File: src/rtl/lct_pkg.sv
package lct_pkg;
  parameter int unsigned COM_N    = 16;
  parameter int unsigned LINE_MAX = 2 * COM_N;
  parameter int unsigned LW       = $clog2(LINE_MAX);
  parameter int unsigned CW       = $clog2(COM_N);

  typedef logic [LW-1:0] line_t;

  // Display-memory row for a scan line, modulo LINE_MAX (a power of two).
  function automatic line_t row_of(input line_t start, input line_t line);
    line_t r;
    r = start + line;
    return r;
  endfunction

  // Highest line index of the selected scan length.
  function automatic line_t last_line(input logic duty32);
    return duty32 ? line_t'(LINE_MAX - 1) : line_t'(COM_N - 1);
  endfunction

  // True when this chip's commons own the current line.
  function automatic logic bank_active(input logic duty32, input logic slave,
                                       input line_t line);
    if (!duty32) return 1'b1;
    return slave ? line[LW-1] : ~line[LW-1];
  endfunction
endpackage

File: src/rtl/lct_line_ctr.sv
module lct_line_ctr
  import lct_pkg::*;
(
  input  logic  clk,
  input  logic  rst_n,
  input  logic  cl_step,
  input  logic  duty32,
  input  logic  is_slave,
  input  logic  fr_in,
  output line_t line_q,
  output logic  fr_q,
  output logic  wrap_evt,
  output logic  resync_evt
);
  logic fr_seen;

  assign resync_evt = cl_step & is_slave & (fr_in ^ fr_seen);
  assign wrap_evt   = cl_step & ~resync_evt & (line_q >= last_line(duty32));

  always_ff @(posedge clk) begin
    if (!rst_n) begin
      line_q  <= '0;
      fr_q    <= 1'b0;
      fr_seen <= 1'b0;
    end else begin
      if (resync_evt)    line_q <= line_t'(1);
      else if (wrap_evt) line_q <= '0;
      else if (cl_step)  line_q <= line_q + line_t'(1);
      if (wrap_evt) fr_q    <= ~fr_q;
      if (cl_step)  fr_seen <= fr_in;
    end
  end
endmodule

File: src/rtl/lct_com_dec.sv
module lct_com_dec
  import lct_pkg::*;
(
  input  line_t            line,
  input  logic             duty32,
  input  logic             is_slave,
  output logic [COM_N-1:0] com_sel
);
  logic active;
  assign active = bank_active(duty32, is_slave, line);

  for (genvar g = 0; g < COM_N; g++) begin : g_com
    assign com_sel[g] = active && (line[CW-1:0] == CW'(g));
  end
endmodule

File: src/rtl/lct_start_reg.sv
module lct_start_reg
  import lct_pkg::*;
(
  input  logic  clk,
  input  logic  rst_n,
  input  logic  load,
  input  line_t start_d,
  input  line_t line,
  output line_t start_q,
  output line_t row_addr
);
  always_ff @(posedge clk) begin
    if (!rst_n)    start_q <= '0;
    else if (load) start_q <= start_d;
  end

  assign row_addr = row_of(start_q, line);
endmodule

File: src/rtl/lcd_com_timing.sv
module lcd_com_timing
  import lct_pkg::*;
(
  input  logic             clk,
  input  logic             rst_n,
  input  logic             cl_step,
  input  logic             duty32,
  input  logic             is_slave,
  input  logic             fr_in,
  input  logic             start_load,
  input  logic [LW-1:0]    start_d,
  output logic             fr_out,
  output logic [LW-1:0]    line_idx,
  output logic [LW-1:0]    row_addr,
  output logic [COM_N-1:0] com_sel
);
  line_t line_q, start_q;
  logic  fr_q, wrap_evt, resync_evt;

  lct_line_ctr u_ctr (
    .clk(clk), .rst_n(rst_n), .cl_step(cl_step), .duty32(duty32),
    .is_slave(is_slave), .fr_in(fr_in), .line_q(line_q), .fr_q(fr_q),
    .wrap_evt(wrap_evt), .resync_evt(resync_evt)
  );

  lct_com_dec u_dec (
    .line(line_q), .duty32(duty32), .is_slave(is_slave), .com_sel(com_sel)
  );

  lct_start_reg u_start (
    .clk(clk), .rst_n(rst_n), .load(start_load), .start_d(start_d),
    .line(line_q), .start_q(start_q), .row_addr(row_addr)
  );

  assign line_idx = line_q;
  assign fr_out   = is_slave ? fr_in : fr_q;
endmodule

File: config.mk
export PLATFORM = sky130hd
export DESIGN_NAME = lcd_com_timing
export DESIGN_NICKNAME = d
export VERILOG_FILES = /design/src/rtl/lct_pkg.sv /design/src/rtl/lct_line_ctr.sv /design/src/rtl/lct_com_dec.sv /design/src/rtl/lct_start_reg.sv /design/src/rtl/lcd_com_timing.sv
export SDC_FILE = /design/constraint.sdc
export NUM_CORES = 1
export LEC_CHECK = 0
export BUFFER_PORTS_ARGS = -buffer_cell sky130_fd_sc_hd__buf_2
export CORE_MARGIN = 2
export CORE_UTILIZATION = 47
export CTS_CLUSTER_SIZE = 12
export DETAILED_ROUTE_END_ITERATION = 7
export GPL_TIMING_DRIVEN = 0
export PLACE_DENSITY_LB_ADDON = 0.3
export SETUP_SLACK_MARGIN = 0.5
export SYNTH_ARGS = -nofsm -noshare
export SYNTH_HDL_FRONTEND = slang
export SYNTH_HIERARCHICAL = 1
export SYNTH_SLANG_ARGS = --single-unit
File: constraint.sdc
create_clock -name clk -period 2.1 [get_ports clk]
set_input_delay 0 -clock clk [delete_from_list [all_inputs] [get_ports clk]]
set_output_delay 0 -clock clk [all_outputs]
set_load 0.05 [all_outputs]
==> results of run 1 <==
-- stage by stage --
step,cells,instance area [sq um],utilization
after floorplan,102,1270,-
after global placement,165,1480,0.762
after detailed placement,165,1480,0.762
after CTS,188,1770,0.910
-- what timing repair did --
item,CTS
pin swaps,5
buffers inserted,15
hold buffers,4
gates cloned,0
endpoints found under the hold margin,4
gates resized for setup,35
setup endpoints to repair,20
==> results.sh, run 1 <==
export IMPL_status="did not finish"
export IMPL_haltStage="global routing"
export IMPL_error="[ERROR DPL-0033] detailed placement checks failed during check placement."
export IMPL_num_io_pins=39
export IMPL_synth_area_sq_um=955
export IMPL_gp_congestion=0.774
export IMPL_clock_sinks=12
export IMPL_io_buffers=36
export IMPL_worst_endpoint="row_addr[4]"
export IMPL_synth_avg_cell_area_sq_um=9.36
export IMPL_die_w_um=49.1
export IMPL_worst_ep_kind="top-level output"
export IMPL_start_util=0.492
export IMPL_grt_antenna_before_repair=0
export IMPL_hpwl_um=1990
export IMPL_clockBufferDepth=2
export IMPL_synth_warnings=6
export IMPL_die_h_um=49.1
export IMPL_synthCells=102
export IMPL_numCtsBuffers=3
export IMPL_pre_cts_ws_ns=0.250
export IMPL_cts_htree_levels=1
export IMPL_fp_row_count=16
export IMPL_syn_num_nets=121
export IMPL_cts_root_buffer="clkbuf_4"
export IMPL_grt_max_degree=14
==> inputs of run 2 (changes only) <==
CORE_AREA = 2 2 63 65   (was not set)
CORE_MARGIN = not set   (was 2)
CORE_UTILIZATION = not set   (was 47)
CTS_CLUSTER_SIZE = not set   (was 12)
DIE_AREA = 0 0 65 67   (was not set)
PLACE_DENSITY_LB_ADDON = 0.15   (was 0.3)
SETUP_SLACK_MARGIN = not set   (was 0.5)
==> run 2 against run 1 <==
Net effect: the run now ends clean; synthesized area unchanged; synthesized cell count is the same.
==> results.sh, run 2 <==
export IMPL_cpPeakStageDelay_ns=0.51
export IMPL_rsz0062_at_grt="no"
export IMPL_die_w_um=65
export IMPL_reg2reg_slack_ns=0.46
export IMPL_grt_antenna_before_repair=0
export IMPL_grt_max_degree=15
export IMPL_drc=0
export IMPL_maxCapViolCount=0
export IMPL_hpwl_um=1920
export IMPL_syn_num_nets=121
export IMPL_die_area_sq_mm=0.00436
export IMPL_place_inst=186
export IMPL_most_common_layout_cells="36 x buf_2, 10 x dfxtp_1, 9 x a211oi_1, 8 x mux2i_1, 7 x inv_1"
export IMPL_antenna_cells=0
export IMPL_pre_cts_ws_ns=0.0898
export IMPL_num_io_pins=39
export IMPL_rr_worst_depth=3
export IMPL_io_buffers=36
export IMPL_avgViaCountPerCell=4.84
export IMPL_synth_warnings=6
export IMPL_drt_iter0_drc=41
export IMPL_grt_pass1_wl_um=4020
export IMPL_tritoncts="done"
export IMPL_placed_cell_area_sq_mm=0.00125
export IMPL_fin_tns_setup_ns=0
export IMPL_drv_slew=0
export IMPL_regToRegEndpoint="u_ctr/line_q[2]"
export IMPL_tightest_slew_ns=0.579
export IMPL_fp_row_count=22
export IMPL_cts_root_buffer="clkbuf_8"
export IMPL_drtPass1Iterations=4
export IMPL_die_h_um=67
export IMPL_core_area_sq_mm=0.00361
export IMPL_start_kind="flop"
export IMPL_worstSetupEndpointType="output pin"
export IMPL_rr_startpoint="u_ctr/line_q[2]"
export IMPL_power_leakage_nw=0.592
export IMPL_clock_sinks=12
export IMPL_endpoint="row_addr[4]"
export IMPL_worstPathArrival_ns=1.99
export IMPL_ir_worst_vdd_mv=0.330
export IMPL_nets=163
export IMPL_fin_cells=191
export IMPL_crit_type="reg2out"
export IMPL_start_util=0.265
export IMPL_seqCellArea_sq_um=245
export IMPL_cts_htree_levels=1
export IMPL_vias=925
export IMPL_top_regs="u_ctr/line_q: 5 flops, u_start/start_q: 5 flops"
export IMPL_holdCritPathClass="in2reg"
export IMPL_skew_ns=0.00191
export IMPL_synthCells=102
export IMPL_synth_area_sq_um=955
export IMPL_grt_total_usage=0.117
export IMPL_antenna_left=0
export IMPL_synth_avg_cell_area_sq_um=9.36
export IMPL_syn_to_final_growth_pct=38.0
export IMPL_cp_required_ns=2.10
export IMPL_cts_hold_buffers=0
export IMPL_numCtsBuffers=3
export IMPL_gp_congestion=0.716
export IMPL_post_route_period_util=0.947
export IMPL_powerDensity_mw_per_mm2=541
export IMPL_critPathSlowestCell="dfxtp_2"
export IMPL_routed_wl_um=2400
export IMPL_hold_viol=0
export IMPL_cp_cell_sequence="inv_1, fa_1, nand2b_1, a21oi_2, xnor2_2, buf_4"
export IMPL_status="complete, no violations"
export IMPL_final_setup_viol_count=0
export IMPL_nFillCells=382
export IMPL_grt_pass1_vias=874
export IMPL_clock_fmax_mhz=503
export IMPL_crit_fanout=14
export IMPL_worst_slack_ns=0.112
export IMPL_final_area_sq_mm=0.00132
export IMPL_drive_gt1_frac=0.448
export IMPL_maxSlewHeadroom=0.614
export IMPL_clk_latency_ns=0.24
export IMPL_overflow=0
export IMPL_multi_input_area_sq_um=717
export IMPL_clk_pin_slew_ns=0.06
export IMPL_startpoint="u_ctr/line_q[1]"
export IMPL_layout_min_cycle_time_ns=1.99
export IMPL_routedWlPerCell_um=12.6
export IMPL_clockBufferDepth=2
export IMPL_mostFrequentLayoutCell="buf_2"
run 2: area by class of cell:
class	instances	area share
buffer	4	0.0180
clock buffer	4	0.0418
inverter	7	0.0199
multi-input combinational	79	0.544
sequential	12	0.186
tap	48	0.0456
timing repair buffer	37	0.144
run 2: stage by stage:
step	util	hold WS (ns)	power (mW)
final	0.365	0.0230	0.713
after global routing	0.365	0.0435	0.746
after CTS	0.363	0.0275	0.719
after global placement	0.346	0.263	0.460
after detailed placement	0.346	0.275	0.466
after floorplan	-	0.128	0.415
run 2: worst min path at each step:
stage                     from            endpoint  slack [ns]  depth (start not counted)
CTS                 start_d[0]  u_start/start_q[0]        0.03                          3
global route        start_d[3]  u_start/start_q[3]        0.04                          3
detailed placement  start_d[0]  u_start/start_q[0]        0.27                          3
global placement    start_d[0]  u_start/start_q[0]        0.26                          3
floorplan                rst_n  u_start/start_q[0]        0.13                          1
finish              start_d[0]  u_start/start_q[0]        0.02                          3
run 2: power by group:
group | internal [mW] | switching (mW)
registers | 0.238 | 0.0138
clock network | 0.166 | 0.0855
logic | 0.0668 | 0.143
run 2: critical path, delay by kind of cell, from the launching register on:
kind / cells / cell delay, ns
buffers and inverters: 2 / 0.31
adders and majority gates: 1 / 0.46
xor gates and xnor gates: 1 / 0.12
and+or+nand+nor: 1 / 0.18
AOI/OAI and AO/OA: 1 / 0.16
DFF: 1 / 0.51
run 2: per-layer routing:
metal  wire, um  up-vias  track usage
met5          0        -            0
li1           -      467            -
met3        140        0       0.0220
met2       1160       30        0.207
met4          0        0       0.0160
met1       1110      428        0.149
run 2: timing repair:
action / in CTS / in global routing
pin swaps: 0 / 0
resized for setup: 3 / 0
endpoints found under the setup margin: 1 / 1
setup buffers: 0 / 1
Power figures use the tool's default switching activity.
==> inputs of run 3 (changes only) <==
REMOVE_ABC_BUFFERS = 1   (was not set)
==> run 3 against run 2 <==
Net effect: register-to-register slack about the same; clock power about the same; critical path depth up 1; clock skew up 0.0036 ns; first-iteration DRC count down 44%; maximum frequency up 1.3%; cell count down 1.6%; worst setup slack better by 0.026 ns; critical endpoint unchanged; largest cell class unchanged.
==> results.sh, run 3 (synthesis gave the netlist of run 2 again) <==
export IMPL_overflow=0
export IMPL_avgViaCountPerCell=4.70
export IMPL_top_regs="u_ctr/line_q: 5 flops, u_start/start_q: 5 flops"
export IMPL_start_util=0.265
export IMPL_grt_pass1_vias=827
export IMPL_nFillCells=405
export IMPL_cts_htree_levels=1
export IMPL_fin_cells=188
export IMPL_clk_latency_ns=0.24
export IMPL_holdCritPathClass="in2reg"
export IMPL_die_w_um=65
export IMPL_post_route_period_util=0.934
export IMPL_crit_family="adder cells"
export IMPL_startpoint="u_ctr/line_q[0]"
export IMPL_drc=0
export IMPL_hold_end="u_start/start_q[4]"
export IMPL_cp_cell_sequence="ha_1, inv_1, fa_1, nand2b_1, a21oi_2, xnor2_1, buf_4"
export IMPL_final_setup_viol_count=0
export IMPL_clockBufferDepth=2
export IMPL_hold_viol=0
export IMPL_cp_num_buf_inv=2
export IMPL_fp_row_count=22
export IMPL_power_leakage_nw=0.550
export IMPL_gp_congestion=0.680
export IMPL_rr_worst_depth=3
export IMPL_cp_required_ns=2.10
export IMPL_grt_antenna_before_repair=0
export IMPL_drt_iter0_drc=23
export IMPL_mostFrequentLayoutCell="buf_2"
export IMPL_final_area_sq_mm=0.00124
export IMPL_rsz0062_at_grt="no"
export IMPL_critPathSlowestCell="dfxtp_4"
export IMPL_die_area_sq_mm=0.00436
export IMPL_hpwl_um=1800
export IMPL_antenna_left=0
export IMPL_die_h_um=67
export IMPL_crit_fanout=14
export IMPL_maxSlewHeadroom=0.536
export IMPL_io_buffers=38
export IMPL_skew_ns=0.00547
export IMPL_powerDensity_mw_per_mm2=560
export IMPL_critical_path_depth=7
export IMPL_syn_to_final_growth_pct=30.3
export IMPL_regToRegEndpoint="u_ctr/line_q[4]"
export IMPL_crit_type="reg2out"
export IMPL_antenna_cells=0
export IMPL_pre_cts_ws_ns=0.0556
export IMPL_drive_gt1_frac=0.379
export IMPL_start_kind="flop"
export IMPL_rr_startpoint="u_ctr/line_q[2]"
export IMPL_tritoncts="done"
export IMPL_worstPathArrival_ns=1.96
export IMPL_clock_fmax_mhz=510
export IMPL_cts_root_buffer="clkbuf_8"
export IMPL_routed_wl_um=2440
export IMPL_drtPass1Iterations=4
export IMPL_vias=884
export IMPL_ir_worst_vdd_mv=0.497
export IMPL_nets=160
export IMPL_whs_path_depth=3
export IMPL_drv_slew=0
export IMPL_core_area_sq_mm=0.00361
export IMPL_routedWlPerCell_um=13.0
export IMPL_grt_pass1_wl_um=3820
export IMPL_cpPeakStageDelay_ns=0.43
export IMPL_status="complete, no violations"
export IMPL_min_from="start_d[4]"
export IMPL_numCtsBuffers=3
export IMPL_place_inst=184
export IMPL_clock_sinks=12
export IMPL_grt_total_usage=0.112
export IMPL_layout_min_cycle_time_ns=1.96
export IMPL_fin_util=0.345
export IMPL_clk_pin_slew_ns=0.06
export IMPL_worst_slack_ns=0.138
export IMPL_grt_max_degree=18
export IMPL_worstSetupEndpointType="output pin"
export IMPL_tightest_slew_ns=0.695
export IMPL_postCtsSetupRepairBufs=0
export IMPL_placed_cell_area_sq_mm=0.00118
export IMPL_p_total_uw=696
export IMPL_maxCapViolCount=0
export IMPL_num_io_pins=39
export IMPL_reg2reg_slack_ns=0.47
export IMPL_most_common_layout_cells="37 x buf_2, 10 x dfxtp_1, 9 x a211oi_1, 8 x mux2i_1, 7 x inv_1"
## run 3: changes by cell type in the layout (fill, tap and decap cells not counted)
cell / delta
a2111oi_1: +6
a2111oi_2: -6
buf_4: -3
xnor2_1: +3
xnor2_2: -3
buf_2: +1
clkbuf_1: -1
## run 3: worst max-delay path by stage
| stage | end | slack, ns |
|---|---|---|
| floorplan | com_sel[12] | -0.86 |
| global placement | row_addr[4] | 0.08 |
| detailed placement | row_addr[4] | 0.06 |
| CTS | row_addr[4] | 0.03 |
| global route | row_addr[4] | 0.03 |
| finish | row_addr[4] | 0.14 |
## run 3: final cells by class
class / instances / area [sq um] / area share
timing repair buffer: 38 / 193 / 0.155
multi-input combinational: 79 / 664 / 0.534
sequential: 12 / 245 / 0.197
inverter: 7 / 26.3 / 0.0211
tap: 48 / 60.1 / 0.0483
clock buffer: 4 / 55.1 / 0.0443
## run 3: stage by stage
step                      hold slack (ns)  TNS [ns]
after global routing               0.0442         0
after global placement              0.263         0
after floorplan                     0.128     -7.88
final                              0.0306         0
after detailed placement            0.269         0
after CTS                          0.0243         0
## run 3: worst reg2reg max path, delay by kind of cell, from the launching register on
family           cells  cell delay [ns]
AND/OR/NAND/NOR      2             0.57
AO/OA/AOI/OAI        1             0.26
flip-flops           1             0.66
## run 3: what timing repair did
item                                    in CTS  in global routing
resized for setup                            3                  1
endpoints found under the setup margin       1                  1
gates cloned                                 0                  0
hold buffers                                 0                  0
## run 3: where the power goes
part,internal [mW],switching (mW)
Combinational,0.0582,0.133
Clock,0.165,0.0841
Sequential,0.239,0.0174
## run 3: layer usage
layer  track usage  vias to the layer above  part of all wire
li1              -                      456                 -
met5             0                        -                 0
met1         0.144                      399              0.47
met4        0.0239                        0            0.0049
met2         0.189                       27              0.47
met3        0.0270                        2             0.057
